`config.mk`:
```
export PLATFORM = sky130hd
export DESIGN_NAME = swp_status_guard
export DESIGN_NICKNAME = d
export VERILOG_FILES = /design/src/rtl/swp_pkg.sv /design/src/rtl/swp_region.sv /design/src/rtl/swp_policy.sv /design/src/rtl/swp_timer.sv /design/src/rtl/swp_status_guard.sv
export SDC_FILE = /design/constraint.sdc
export NUM_CORES = 1
export LEC_CHECK = 0
export ABC_CLOCK_PERIOD_IN_PS = 2500
export BUFFER_PORTS_ARGS = -buffer_cell sky130_fd_sc_hd__buf_2
export CAP_MARGIN = 20
export CORE_ASPECT_RATIO = 1.2
export CORE_UTILIZATION = 30
export CTS_CLUSTER_SIZE = 40
export DETAILED_ROUTE_END_ITERATION = 8
export GPL_TIMING_DRIVEN = 0
export PLACE_DENSITY_LB_ADDON = 0.1
export REMOVE_ABC_BUFFERS = 1
export SYNTH_ARGS = -nofsm -noshare
export SYNTH_HDL_FRONTEND = slang
export SYNTH_SLANG_ARGS = --single-unit
```
`constraint.sdc`:
```
create_clock -name clk -period 2.5 [get_ports clk]
set_input_delay 0.625 -clock clk [delete_from_list [all_inputs] [get_ports clk]]
set_output_delay 0.625 -clock clk [all_outputs]
set_load 0.01 [all_outputs]
```
`src/rtl/swp_pkg.sv`:
```
package swp_pkg;
    localparam int ST_WIP   = 0;
    localparam int ST_WEL   = 1;
    localparam int ST_BP_LO = 2;
    localparam int ST_BP_W  = 4;
    localparam int ST_QE    = 6;
    localparam int ST_SRWD  = 7;
    localparam int ST_W     = 8;

    typedef enum logic [1:0] {
        S_IDLE = 2'd0,
        S_SRWR = 2'd1,
        S_ARM  = 2'd2,
        S_BUSY = 2'd3
    } swp_state_e;
endpackage

```
`src/rtl/swp_region.sv`:
```
module swp_region #(
    parameter int BLK_W = 8,
    parameter int LVL_W = 4
) (
    input  logic [BLK_W-1:0] blk,
    input  logic [LVL_W-1:0] level,
    output logic             prot
);
    logic [BLK_W-1:0] bit_ok;

    // Bit i of the block index must be 1 when i is at or above the level.
    for (genvar i = 0; i < BLK_W; i++) begin : g_bit
        assign bit_ok[i] = blk[i] || (int'(level) > i);
    end

    assign prot = (level != '0) && (&bit_ok);
endmodule

```
`src/rtl/swp_policy.sv`:
```
module swp_policy (
    input  logic wip,
    input  logic wel,
    input  logic srwd,
    input  logic qe,
    input  logic wp_n,
    input  logic prot,
    output logic hw_lock,
    output logic sr_write_ok,
    output logic pe_ok,
    output logic pe_blocked
);
    always_comb begin
        hw_lock     = !wp_n && srwd && !qe;
        sr_write_ok = !wip && wel && !hw_lock;
        pe_ok       = !wip && wel && !prot;
        pe_blocked  = !wip && wel && prot;
    end
endmodule

```
`src/rtl/swp_timer.sv`:
```
module swp_timer #(
    parameter int CYCLES = 4
) (
    input  logic clk,
    input  logic rst_n,
    input  logic run,
    output logic done
);
    localparam int CNT_W = (CYCLES > 1) ? $clog2(CYCLES) : 1;
    localparam logic [CNT_W-1:0] LAST = CNT_W'(CYCLES - 1);

    logic [CNT_W-1:0] cnt;

    always_ff @(posedge clk or negedge rst_n) begin
        if (!rst_n) begin
            cnt <= '0;
        end else if (!run || done) begin
            cnt <= '0;
        end else begin
            cnt <= cnt + 1'b1;
        end
    end

    assign done = run && (cnt == LAST);
endmodule

```
`src/rtl/swp_status_guard.sv`:
```
module swp_status_guard
    import swp_pkg::*;
#(
    parameter int ADDR_W      = 24,
    parameter int BLK_W       = 8,
    parameter int SRWR_CYCLES = 4
) (
    input  logic              clk,
    input  logic              rst_n,
    input  logic              cmd_wren,
    input  logic              cmd_wrdi,
    input  logic              cmd_wrsr,
    input  logic              cmd_prog,
    input  logic              cmd_erase,
    input  logic              cs_edge_ok,
    input  logic [ST_W-1:0]   wr_data,
    input  logic              wp_n,
    input  logic [ADDR_W-1:0] addr,
    input  logic              array_busy,
    output logic [ST_W-1:0]   status_o,
    output logic              wr_allowed,
    output logic              addr_protected
);
    localparam int BLK_LSB = ADDR_W - BLK_W;

    swp_state_e state, state_nx;
    logic               wel;
    logic [ST_BP_W-1:0] bp;
    logic               qe;
    logic               srwd;
    logic               wip;

    logic go_wren, go_wrdi, go_wrsr, go_pe;
    logic hw_lock, sr_write_ok, pe_ok, pe_blocked;
    logic timer_done;
    logic unused_bits;

    assign unused_bits = ^{addr[BLK_LSB-1:0], wr_data[ST_WEL:ST_WIP]};

    assign go_wren = cmd_wren && cs_edge_ok;
    assign go_wrdi = cmd_wrdi && cs_edge_ok;
    assign go_wrsr = cmd_wrsr && cs_edge_ok;
    assign go_pe   = (cmd_prog || cmd_erase) && cs_edge_ok;

    assign wip = (state != S_IDLE) || array_busy;

    swp_region #(.BLK_W(BLK_W), .LVL_W(ST_BP_W)) u_region (
        .blk   (addr[ADDR_W-1:BLK_LSB]),
        .level (bp),
        .prot  (addr_protected)
    );

    swp_policy u_policy (
        .wip         (wip),
        .wel         (wel),
        .srwd        (srwd),
        .qe          (qe),
        .wp_n        (wp_n),
        .prot        (addr_protected),
        .hw_lock     (hw_lock),
        .sr_write_ok (sr_write_ok),
        .pe_ok       (pe_ok),
        .pe_blocked  (pe_blocked)
    );

    swp_timer #(.CYCLES(SRWR_CYCLES)) u_timer (
        .clk   (clk),
        .rst_n (rst_n),
        .run   (state == S_SRWR),
        .done  (timer_done)
    );

    // Next-state logic
    always_comb begin
        state_nx = state;
        unique case (state)
            S_IDLE: begin
                if (go_wrsr && sr_write_ok)   state_nx = S_SRWR;
                else if (go_pe && pe_ok)      state_nx = S_ARM;
            end
            S_SRWR: if (timer_done)           state_nx = S_IDLE;
            S_ARM:  if (array_busy)           state_nx = S_BUSY;
            S_BUSY: if (!array_busy)          state_nx = S_IDLE;
            default:                          state_nx = S_IDLE;
        endcase
    end

    // State register
    always_ff @(posedge clk or negedge rst_n) begin
        if (!rst_n) state <= S_IDLE;
        else        state <= state_nx;
    end

    // Status bits
    always_ff @(posedge clk or negedge rst_n) begin
        if (!rst_n) begin
            wel  <= 1'b0;
            bp   <= '0;
            qe   <= 1'b0;
            srwd <= 1'b0;
        end else if (go_wrsr && sr_write_ok) begin
            bp   <= wr_data[ST_BP_LO +: ST_BP_W];
            qe   <= wr_data[ST_QE];
            srwd <= wr_data[ST_SRWD];
            wel  <= 1'b0;
        end else if (go_pe && pe_blocked) begin
            wel  <= 1'b0;
        end else if (state == S_BUSY && !array_busy) begin
            wel  <= 1'b0;
        end else if (go_wrdi && !wip) begin
            wel  <= 1'b0;
        end else if (go_wren && !wip) begin
            wel  <= 1'b1;
        end
    end

    // Outputs
    always_comb begin
        status_o                       = '0;
        status_o[ST_WIP]               = wip;
        status_o[ST_WEL]               = wel;
        status_o[ST_BP_LO +: ST_BP_W]  = bp;
        status_o[ST_QE]                = qe;
        status_o[ST_SRWD]              = srwd;
        wr_allowed                     = (state == S_ARM);
    end

    // an accepted write-enable sets the latch
    a_r2_wren_sets: assert property (@(posedge clk) disable iff (!rst_n)
        (cmd_wren && cs_edge_ok && !status_o[ST_WIP] && !cmd_wrdi &&
         !cmd_wrsr && !cmd_prog && !cmd_erase) |=> status_o[ST_WEL]);

    // any change of the upper status bits comes with busy and a cleared latch
    a_r4_change_sets_wip: assert property (@(posedge clk) disable iff (!rst_n)
        !$stable(status_o[ST_W-1:ST_BP_LO]) |-> (status_o[ST_WIP] && !status_o[ST_WEL]));

    // a locked status byte keeps its upper bits
    a_r6_locked_hold: assert property (@(posedge clk) disable iff (!rst_n)
        (!wp_n && status_o[ST_SRWD] && !status_o[ST_QE]) |=> $stable(status_o[ST_W-1:ST_BP_LO]));

    // a grant only follows a set latch, an idle block and a free address
    a_r9_grant_needs_wel: assert property (@(posedge clk) disable iff (!rst_n)
        $rose(wr_allowed) |-> ($past(status_o[ST_WEL]) && !$past(status_o[ST_WIP]) &&
                               !$past(addr_protected)));

    // a protected target never produces a grant
    a_r10_protected_refused: assert property (@(posedge clk) disable iff (!rst_n)
        ((cmd_prog || cmd_erase) && cs_edge_ok && addr_protected && !status_o[ST_WIP])
        |=> !wr_allowed);

    // completion clears the latch
    a_r12_done_clears_wel: assert property (@(posedge clk) disable iff (!rst_n)
        (state == S_BUSY && !array_busy) |=> !status_o[ST_WEL]);
endmodule

```
==> impl_metrics.yaml, run 1 <==
status:
  status: "finished with violations"
  failed_checks: "DRC"
die:
  die-area_um2: 2240
  die_x_um: 43.4
  initial_core_util_pct: 32.5
  io_pins: 52
  die_y_um: 51.6
  row_count: 17
  coreArea_um2: 1890
clocking:
  cts_hold_buf: 0
  post-cts-setup-buffers: 0
  postCtsResizedCells: 0
  h-tree-depth: 1
  numCtsBuffers: 3
  cts-root-buf: "clkbuf_4"
  clockBufferDepth: 2
  cts.sinks: 11
  clk_pin_slew_ns: 0.07
  clk_latency_ns: 0.26
  cts_tree: "built"
pwr:
  swShare_pct: 37.2
  internal_power_w: 0.000476
  power_leakage_nw: 0.414
  power_frac_clock_pct: 15.5
  vdd_drop_max_uv: 360
  p_switching_w: 0.000282
  p_seq_share_pct: 45.5
  p_per_area_nw_per_um2: 966
  p_comb_share_pct: 39.0
final_layout:
  area_growth_pct: 27.4
  utilization_pct: 41.4
  mostFrequentLayoutCell: "buf_2"
  layout-drive-gt1-share_pct: 53.6
  instances_no_fill: 103
  finish.net_count: 128
  final_cell_mix: "buf_2 (32), dfrtp_1 (11), mux2_2 (6), a21oi_1 (5)"
  diodes: 0
  final_cell_area_um2: 785
synthesis:
  synth_area_per_cell_um2: 11.6
  synthCells: 53
  yosysSeqAreaShare_pct: 44.7
  synth_seq_cells: 11
  ys_warn_count: 0
  yosysUniqueCellTypes: 27
  synth_area_um2: 616
route:
  via_count: 512
  drcViolationCount: 5
  drt_iter0_drc: 7
  wl_per_cell_um: 11.7
  drt.antenna.violating_nets: 0
  first_pass_iters: 5
  via_per_inst: 4.97
  routed_wl_um: 1210
grt:
  grt_pass1_wl_um: 2030
  grt_start_max_net_pins: 12
  met3_usage_pct: 4.86
  grt-ovfl-total: 0
  grtUsageMet1_pct: 14.1
  antenna_found_initial: 0
  grt_pass1_vias: 494
  met2_usage_pct: 19.4
  grt_usage_pct: 12.0
  grt-busiest-layer: "met2"
placement:
  gp_congestion: 0.777
  io_buffers: 32
  hpwlAfterDp_um: 988
  dpl.cell_count: 99
  postPlaceCellArea_um2: 758
worst_setup_path:
  rr_startpoint: "qe$_DFFE_PN0P_"
  critical_path.startpoint: "addr[21]"
  cp_cell_sequence: "buf_2 -> a31oi_1 -> a211oi_1 -> a2bb2oi_1 -> buf_2"
  path_class: "primary input to primary output"
  arrival_ns: 1.59
  end_kind: "primary output"
  slowest_delay_ns: 0.31
  worstPathMaxFanout: 3
  crit_top_cell: "buf_2"
  crit_required_ns: 1.88
  cp_num_buf_inv: 2
  crit_slowest_cell: "a2bb2oi_1"
  cp_top_family: "compound AO/OA/AOI/OAI gates"
  worstSetupStartpointType: "primary input"
sta:
  clock_skew_ns: 0.00239
  fin_tns_setup_ns: 0
  fin_crit_sh_pct: 88.6
  setup_viol: 0
  tightest_slew_ns: 0.329
  max_freq_ghz: 0.451
  slew_viol_final: 0
  final-hold-violation-count: 0
  rsz0062_at_grt: "no"
  min_period_ns: 2.21
  whs_ns: 0.224
  relSlewSlack_pct: 78.0
hold_path:
  hold_class: "primary input to asynchronous set/reset pin"
run:
  max_cap_viol_count: 0
worst paths after layout:
| kind | slack [ns] | to | cells past startpoint |
|---|---|---|---|
| max | 0.29 | addr_protected | 5 |
| min reg2reg | 0.44 | u_timer.cnt[0]$_DFF_PN0_ | 1 |
| max in group asynchronous | 2.07 | bp[1]$_DFFE_PN0P_ | 1 |
| max reg2reg | 0.95 | bp[1]$_DFFE_PN0P_ | 3 |
| min | 0.22 | bp[0]$_DFFE_PN0P_ | 1 |
| min in group clk | 0.44 | u_timer.cnt[0]$_DFF_PN0_ | 1 |
cell families (layout without fill, tap and decap cells):
logic type / count (synthesis) / in the layout / share of synthesized area (%)
AOI/OAI and AO/OA: 15 / 15 / 17.3
and+or+nand+nor: 13 / 13 / 17.1
DFF: 11 / 11 / 44.7
buffers and inverters: 7 / 38 / 7.93
muxes: 6 / 6 / 11.0
adders and majority gates: 1 / 1 / 2.03
per-stage QoR:
| step | power [W] | setup WS [ns] |
|---|---|---|
| 2_1_floorplan | 0.000527 | 0.584 |
| 3_3_place_gp | 0.000648 | 0.265 |
| 3_5_place_dp | 0.000652 | 0.256 |
| 4_1_cts | 0.000776 | 0.253 |
| 5_1_grt | 0.000826 | 0.191 |
| 6_report | 0.000758 | 0.285 |
cells in the mapped netlist:
library cell | number | area [µm²]
nor2_1 | 1 | 3.75
dfrtp_1 | 11 | 275
inv_1 | 2 | 7.51
a2bb2oi_1 | 1 | 8.76
nor2b_1 | 1 | 6.26
o211ai_1 | 1 | 7.51
a41oi_1 | 1 | 8.76
buf_4 | 4 | 30.0
buf_6 | 1 | 11.3
o211a_1 | 1 | 10.0
nand3_1 | 1 | 5.00
or3_1 | 1 | 6.26
nor4b_4 | 1 | 23.8
a31oi_1 | 1 | 6.26
a21oi_1 | 5 | 25.0
ha_1 | 1 | 12.5
o21ai_0 | 2 | 10.0
mux2_2 | 6 | 67.6
nor3_1 | 1 | 5.00
nor3b_1 | 1 | 7.51
or3b_2 | 1 | 8.76
a21o_1 | 1 | 7.51
a2111oi_2 | 1 | 15.0
nand2_1 | 3 | 11.3
a211oi_1 | 1 | 7.51
nand2b_1 | 1 | 6.26
nand4_4 | 1 | 21.3
final cells by class:
type,instances,area [µm²]
Fill cell,190,1110
Multi-Input combinational cell,35,292
Sequential cell,11,275
Timing Repair Buffer,32,160
Clock buffer,4,26.3
Tap cell,19,23.8
Inverter,2,7.51
worst register-to-register path: stages, from the launching register on:
cell and delay, ns:
dfrtp_1 0.38, or3b_2 0.52, nand4_4 0.18, mux2_2 0.35
power groups by stage:
| stage | sequential (W) | clock (W) | combinational, W |
|---|---|---|---|
| finish | 0.000345 | 0.000117 | 0.000296 |
| global route | 0.000366 | 0.000133 | 0.000327 |
| CTS | 0.000348 | 0.000127 | 0.000302 |
| detailed placement | 0.000351 | 0 | 0.000301 |
| global placement | 0.000350 | 0 | 0.000299 |
| floorplan | 0.000357 | 0 | 0.000170 |
metal layers:
metal  share of wire [%]  wire [µm]
met5                   0          0
met4                 1.2         14
met3                 5.3         64
met2                  51        612
met1                  43        519
flip-flops by register name, summed over array words and instances, names as in the netlist:
name and flops:
state 2, bp 4, u_timer.cnt 2, qe 1, wel 1, srwd 1
(Power assumes the default switching activity.)
==> run 2: changes to the inputs <==
--- a/config.mk
+++ b/config.mk
@@ -5,6 +5,7 @@
 export SDC_FILE = /design/constraint.sdc
 export NUM_CORES = 1
 export LEC_CHECK = 0
+export ABC_AREA = 1
 export ABC_CLOCK_PERIOD_IN_PS = 2500
 export BUFFER_PORTS_ARGS = -buffer_cell sky130_fd_sc_hd__buf_2
 export CAP_MARGIN = 20
@@ -13,6 +14,7 @@
 export CTS_CLUSTER_SIZE = 40
 export DETAILED_ROUTE_END_ITERATION = 8
 export GPL_TIMING_DRIVEN = 0
+export MAX_ROUTING_LAYER = met4
 export PLACE_DENSITY_LB_ADDON = 0.1
 export REMOVE_ABC_BUFFERS = 1
 export SYNTH_ARGS = -nofsm -noshare
==> run 2 against run 1 <==
  * The flow now finishes without violations
  * Sequential cell count unchanged
  * Non-clock buffer count is the same
  * Sequential power shrank 8.1%
  * First-iteration DRC count decreased by 71%
  * Hold slack improved by 0.00072 ns
  * Global-route usage shrank 0.60 points
  * Die area up 15%
  * Power is 16% higher
  * Largest power group is now combinational cells
==> impl_metrics.yaml, run 2 <==
run:
  max_cap_viol_count: 0
sta:
  fin_tns_setup_ns: 0
  min_period_ns: 1.94
  relSlewSlack_pct: 81.5
  setup_viol: 0
  setup_slack_ns: 0.565
  rsz0062_at_grt: "no"
  tightest_slew_ns: 0.277
  slew_viol_final: 0
  final-hold-violation-count: 0
  max_freq_ghz: 0.517
  fin_crit_sh_pct: 77.4
  clock_skew_ns: 0.00191
  whs_ns: 0.224
pwr:
  vdd_drop_max_uv: 333
  p_switching_w: 0.000366
  p_per_area_nw_per_um2: 984
  power_leakage_nw: 0.501
  p_comb_share_pct: 50.7
  swShare_pct: 41.8
  internal_power_w: 0.000509
  p_seq_share_pct: 36.2
  power_frac_clock_pct: 13.1
die:
  coreArea_um2: 2140
  die_x_um: 46.4
  row_count: 18
  die-area_um2: 2570
  initial_core_util_pct: 33.2
  io_pins: 52
  die_y_um: 55.3
status:
  status: "finished clean"
grt:
  grt-ovfl-total: 0
  grt_pass1_wl_um: 2120
  antenna_found_initial: 0
  grt_pass1_vias: 546
  grt_start_max_net_pins: 14
  grt_usage_pct: 11.4
synthesis:
  yosysMostFrequentCell: "nand2_1"
  yosysSeqAreaShare_pct: 38.7
  ys_warn_count: 0
  synth_area_um2: 711
  synthTopCellsByArea: "dfrtp_1 (39%), nand2_1 (7.9%), o21ai_2 (7.4%)"
  yosysTopAreaCell: "dfrtp_1"
  synth_area_per_cell_um2: 8.46
  synth_seq_cells: 11
  async_flop_share_pct: 100
  synth-edff-count: 0
  ys_top_cells_by_count: "nand2_1 (15), dfrtp_1 (11), nor2_1 (10)"
  synth_top_area_share_pct: 38.7
  yosysUniqueCellTypes: 24
  synthCells: 84
  synthFlopType: "dfrtp_1"
worst_setup_path:
  cp_top_family: "simple AND/OR/NAND/NOR gates"
  end_kind: "primary output"
  cp_num_buf_inv: 2
  slowest_delay_ns: 0.13
  crit_slowest_cell: "buf_2"
  arrival_ns: 1.31
  worstPathMaxFanout: 2
  path_class: "primary input to primary output"
  crit_top_cell: "nor2_1"
  crit_required_ns: 1.88
  cp_cell_sequence: "buf_2 -> nand2_1 -> nor2_1 -> nor2_1 -> nor2_1 -> nand3_1 -> nand2_1 -> buf_2"
  worstSetupStartpointType: "primary input"
hold_path:
  hold_class: "primary input to asynchronous set/reset pin"
final_layout:
  area_growth_pct: 25.2
  seq_area_um2: 275
  largest_reg_flops: 4
  diodes: 0
  final_cell_area_um2: 890
  top_register: "bp"
  utilization_pct: 41.6
  reg.largest.list: "bp (4), state (2), u_timer.cnt (2)"
  mostFrequentLayoutCell: "buf_2"
  finish.net_count: 159
  fillers: 238
  multi_input_area_um2: 345
  final_cell_mix: "buf_2 (32), nand2_1 (15), dfrtp_1 (11), nor2_1 (10), inv_1 (9)"
  layout-drive-gt1-share_pct: 47.8
clocking:
  clk_latency_ns: 0.26
  h-tree-depth: 1
  postCtsResizedCells: 0
  cts_hold_buf: 0
  clk_pin_slew_ns: 0.07
  cts_tree: "built"
  cts.sinks: 11
  clockBufferDepth: 2
  numCtsBuffers: 3
  post-cts-setup-buffers: 0
  cts-root-buf: "clkbuf_4"
placement:
  postPlaceCellArea_um2: 863
  gp_congestion: 0.698
  place_ws_ns: 0.565
  hpwlAfterDp_um: 1050
  io_buffers: 32
route:
  routed_wl_um: 1280
  wl_per_cell_um: 8.83
  first_pass_iters: 3
  drt_iter0_drc: 2
  via_count: 612
  drt.antenna.violating_nets: 0
  via_per_inst: 4.22
  drcViolationCount: 0
[run 2: worst paths after layout]
kind	start	to	slack, ns	cells after the start
max	addr[20]	addr_protected	0.56	8
min	rst_n	bp[0]$_DFFE_PN0P_	0.22	1
max reg2reg	state[1]$_DFFE_PN0P_	srwd$_DFFE_PN0P_	0.97	6
min reg2reg	u_timer.cnt[0]$_DFF_PN0_	u_timer.cnt[0]$_DFF_PN0_	0.44	1
max in group asynchronous	rst_n	qe$_DFFE_PN0P_	2.07	1
min in group clk	u_timer.cnt[0]$_DFF_PN0_	u_timer.cnt[0]$_DFF_PN0_	0.44	1
[run 2: cell families (layout without fill, tap and decap cells)]
family | Yosys count | in the layout | synth area share [%]
AOI/OAI and AO/OA | 13 | 13 | 13.6
adders and majority gates | 1 | 1 | 1.76
buffers and inverters | 17 | 48 | 12.7
DFF | 11 | 11 | 38.7
muxes | 1 | 1 | 1.58
and+or+nand+nor | 41 | 41 | 31.7
[run 2: final cells by class]
cell class              count  area share, %
inverters                  12           5.06
flip-flops and latches     11           30.9
multi-input cells          56           38.8
repair buffers             32           18.0
clock buffers               4           2.95
well taps                  30           4.22
[run 2: through the flow]
step                      cells  power [W]
after detailed placement    141   0.000774
final                       145   0.000875
after global placement      141   0.000766
after floorplan              79   0.000629
after CTS                   145   0.000896
after global routing        145   0.000961
[run 2: metal layers]
layer  up-vias  share of wire, %  wire, µm  GRT usage (%)
li1        324                 -         -              -
met1       264                45       576           13.7
met2        22                48       612           17.5
met3         2               6.2        79           1.96
met4         0              0.94        12           6.30
met5         -                 0         0              -
[run 2: power by group through the flow]
stage / registers, W / logic (W) / clock network (W)
global route: 0.000329 / 0.000502 / 0.000130
CTS: 0.000319 / 0.000453 / 0.000123
finish: 0.000317 / 0.000444 / 0.000114
detailed placement: 0.000323 / 0.000451 / 0
floorplan: 0.000344 / 0.000285 / 0
global placement: 0.000319 / 0.000447 / 0
==> run 3: changes to the inputs <==
--- a/config.mk
+++ b/config.mk
@@ -6,7 +6,7 @@
 export NUM_CORES = 1
 export LEC_CHECK = 0
 export ABC_AREA = 1
-export ABC_CLOCK_PERIOD_IN_PS = 2500
+export ABC_CLOCK_PERIOD_IN_PS = 1800
 export BUFFER_PORTS_ARGS = -buffer_cell sky130_fd_sc_hd__buf_2
 export CAP_MARGIN = 20
 export CORE_ASPECT_RATIO = 1.2
==> constraint.sdc (replaced) <==
create_clock -name clk -period 1.8 [get_ports clk]
set_input_delay 0.45 -clock clk [delete_from_list [all_inputs] [get_ports clk]]
set_output_delay 0.45 -clock clk [all_outputs]
set_load 0.01 [all_outputs]
==> run 3 against run 2 <==
  * Setup slack worse by 0.45 ns
  * Utilization is 0.41 points higher
  * First-iteration DRC count is 50% lower
  * Critical endpoint unchanged
  * Cell count stayed put
  * Die area stayed put
  * Wire length is 0.47% higher
  * Sequential share of layout area is 0.16 points lower
  * Register-to-register slack worse by 0.70 ns
  * Power is 41% higher
  * Non-clock buffer count stayed put
  * Sequential power is 40% higher
  * Clock power is 39% higher
==> impl_metrics.yaml, run 3 (same netlist as run 2, synthesis figures left out) <==
status:
  status: "finished clean"
route:
  via_count: 614
  drt.antenna.violating_nets: 0
  drt_iter0_drc: 1
  via_per_inst: 4.23
  wl_per_cell_um: 8.88
  first_pass_iters: 3
  routed_wl_um: 1290
  drcViolationCount: 0
die:
  die_x_um: 46.4
  initial_core_util_pct: 33.2
  die-area_um2: 2570
  coreArea_um2: 2140
  io_pins: 52
  die_y_um: 55.3
  row_count: 18
sta:
  tightest_slew_ns: 0.278
  setup_viol: 0
  min_period_ns: 1.69
  clock_skew_ns: 0.00194
  fin_tns_setup_ns: 0
  fin_crit_sh_pct: 93.8
  final-hold-violation-count: 0
  relSlewSlack_pct: 81.5
  rsz0062_at_grt: "no"
  max_freq_ghz: 0.592
  slew_viol_final: 0
grt:
  antenna_found_initial: 0
  grt_start_max_net_pins: 14
  grt_usage_pct: 11.4
  grt_pass1_wl_um: 2120
  grt-ovfl-total: 0
  grt_pass1_vias: 546
final_layout:
  mostFrequentLayoutCell: "buf_2"
  final_cell_area_um2: 898
  area_growth_pct: 26.4
  finish.net_count: 159
  final_cell_mix: "buf_2 (32), nand2_1 (14), nor2_1 (10), dfrtp_1 (10), inv_1 (8)"
  fillers: 240
  utilization_pct: 42.0
  diodes: 0
  layout-drive-gt1-share_pct: 51.3
  top_register: "bp"
  reg.largest.list: "bp (4), state (2), u_timer.cnt (2)"
  largest_reg_flops: 4
worst_setup_path:
  path_depth: 7
  cp_top_family: "flip-flops"
  slowest_delay_ns: 0.44
  worstSetupStartpointType: "register"
  crit_required_ns: 1.35
  worstPathMaxFanout: 5
  end_kind: "primary output"
  path_class: "register to primary output"
  arrival_ns: 1.24
  crit_top_cell: "nand2_1"
  reg2regPathDepth: 6
  crit_slowest_cell: "dfrtp_2"
  cp_num_buf_inv: 2
  cp_cell_sequence: "inv_2 -> nand2_1 -> nand3_1 -> nand2_1 -> nand3_2 -> nand2_2 -> buf_2"
clocking:
  cts_tree: "built"
  clk_pin_slew_ns: 0.07
  clockBufferDepth: 2
  cts-root-buf: "clkbuf_4"
  clk_latency_ns: 0.26
  numCtsBuffers: 3
  h-tree-depth: 1
  cts.sinks: 11
pwr:
  vdd_drop_max_uv: 478
  power_frac_clock_pct: 12.9
  p_comb_share_pct: 51.1
  p_per_area_nw_per_um2: 1370
  swShare_pct: 42.1
  p_seq_share_pct: 36.1
  internal_power_w: 0.000715
  p_switching_w: 0.000519
  power_leakage_nw: 0.500
placement:
  gp_congestion: 0.698
  hpwlAfterDp_um: 1050
  io_buffers: 32
  postPlaceCellArea_um2: 863
run:
  max_cap_viol_count: 0
hold_path:
  hold_class: "primary input to asynchronous set/reset pin"
run 3: cell counts in the layout (fill, tap and decap cells not counted):
No cell type changed its count.
run 3: layout make-up:
cell class              count  area, µm²  share of cell area (%)
well taps                  30       37.5                    4.18
repair buffers             32        160                    17.8
multi-input cells          56        353                    39.3
inverters                  12       45.0                    5.01
flip-flops and latches     11        277                    30.8
clock buffers               4       26.3                    2.92
run 3: through the flow:
step                std cells  setup WS, ns  hold slack, ns  total power (W)
finish                    145         0.111          0.0503          0.00123
detailed placement        141        0.0978           0.339          0.00107
CTS                       145        0.0202          0.0508          0.00124
floorplan                  79         0.304           0.154         0.000874
global route              145        0.0188          0.0529          0.00135
global placement          141         0.109           0.332          0.00106
run 3: timing repair:
| action | CTS | global route |
|---|---|---|
| endpoints found under the setup margin | 0 | 1 |
| hold buffers | 0 | 0 |
| resized for setup | 0 | 5 |
| buffers inserted | 0 | 0 |
run 3: worst paths after layout:
kind                                             to                     start  slack [ns]
setup / recovery                     addr_protected         bp[2]$_DFFE_PN0P_        0.11
hold / removal                    bp[0]$_DFFE_PN0P_                     rst_n        0.05
setup reg to reg                   srwd$_DFFE_PN0P_      state[1]$_DFFE_PN0P_        0.27
hold reg to reg            u_timer.cnt[0]$_DFF_PN0_  u_timer.cnt[0]$_DFF_PN0_        0.44
max in group asynchronous         bp[2]$_DFFE_PN0P_                     rst_n        1.53
min in group clk                  bp[2]$_DFFE_PN0P_                wr_data[4]        0.39
run 3: per-layer routing:
metal	track usage (%)	wire length [µm]	vias to the layer above	part of all wire [%]
met3	1.96	79	2	6.1
met1	13.7	579	266	45
met4	6.30	12	0	0.93
met5	-	0	-	0
met2	17.5	616	22	48
li1	-	-	324	-
run 3: power groups by stage:
stage	Clock, W	Combinational (W)	Sequential, W
3_3_place_gp	0	0.000620	0.000443
3_5_place_dp	0	0.000626	0.000449
4_1_cts	0.000171	0.000630	0.000444
5_1_grt	0.000181	0.000710	0.000462
2_1_floorplan	0	0.000396	0.000478
6_report	0.000159	0.000630	0.000445
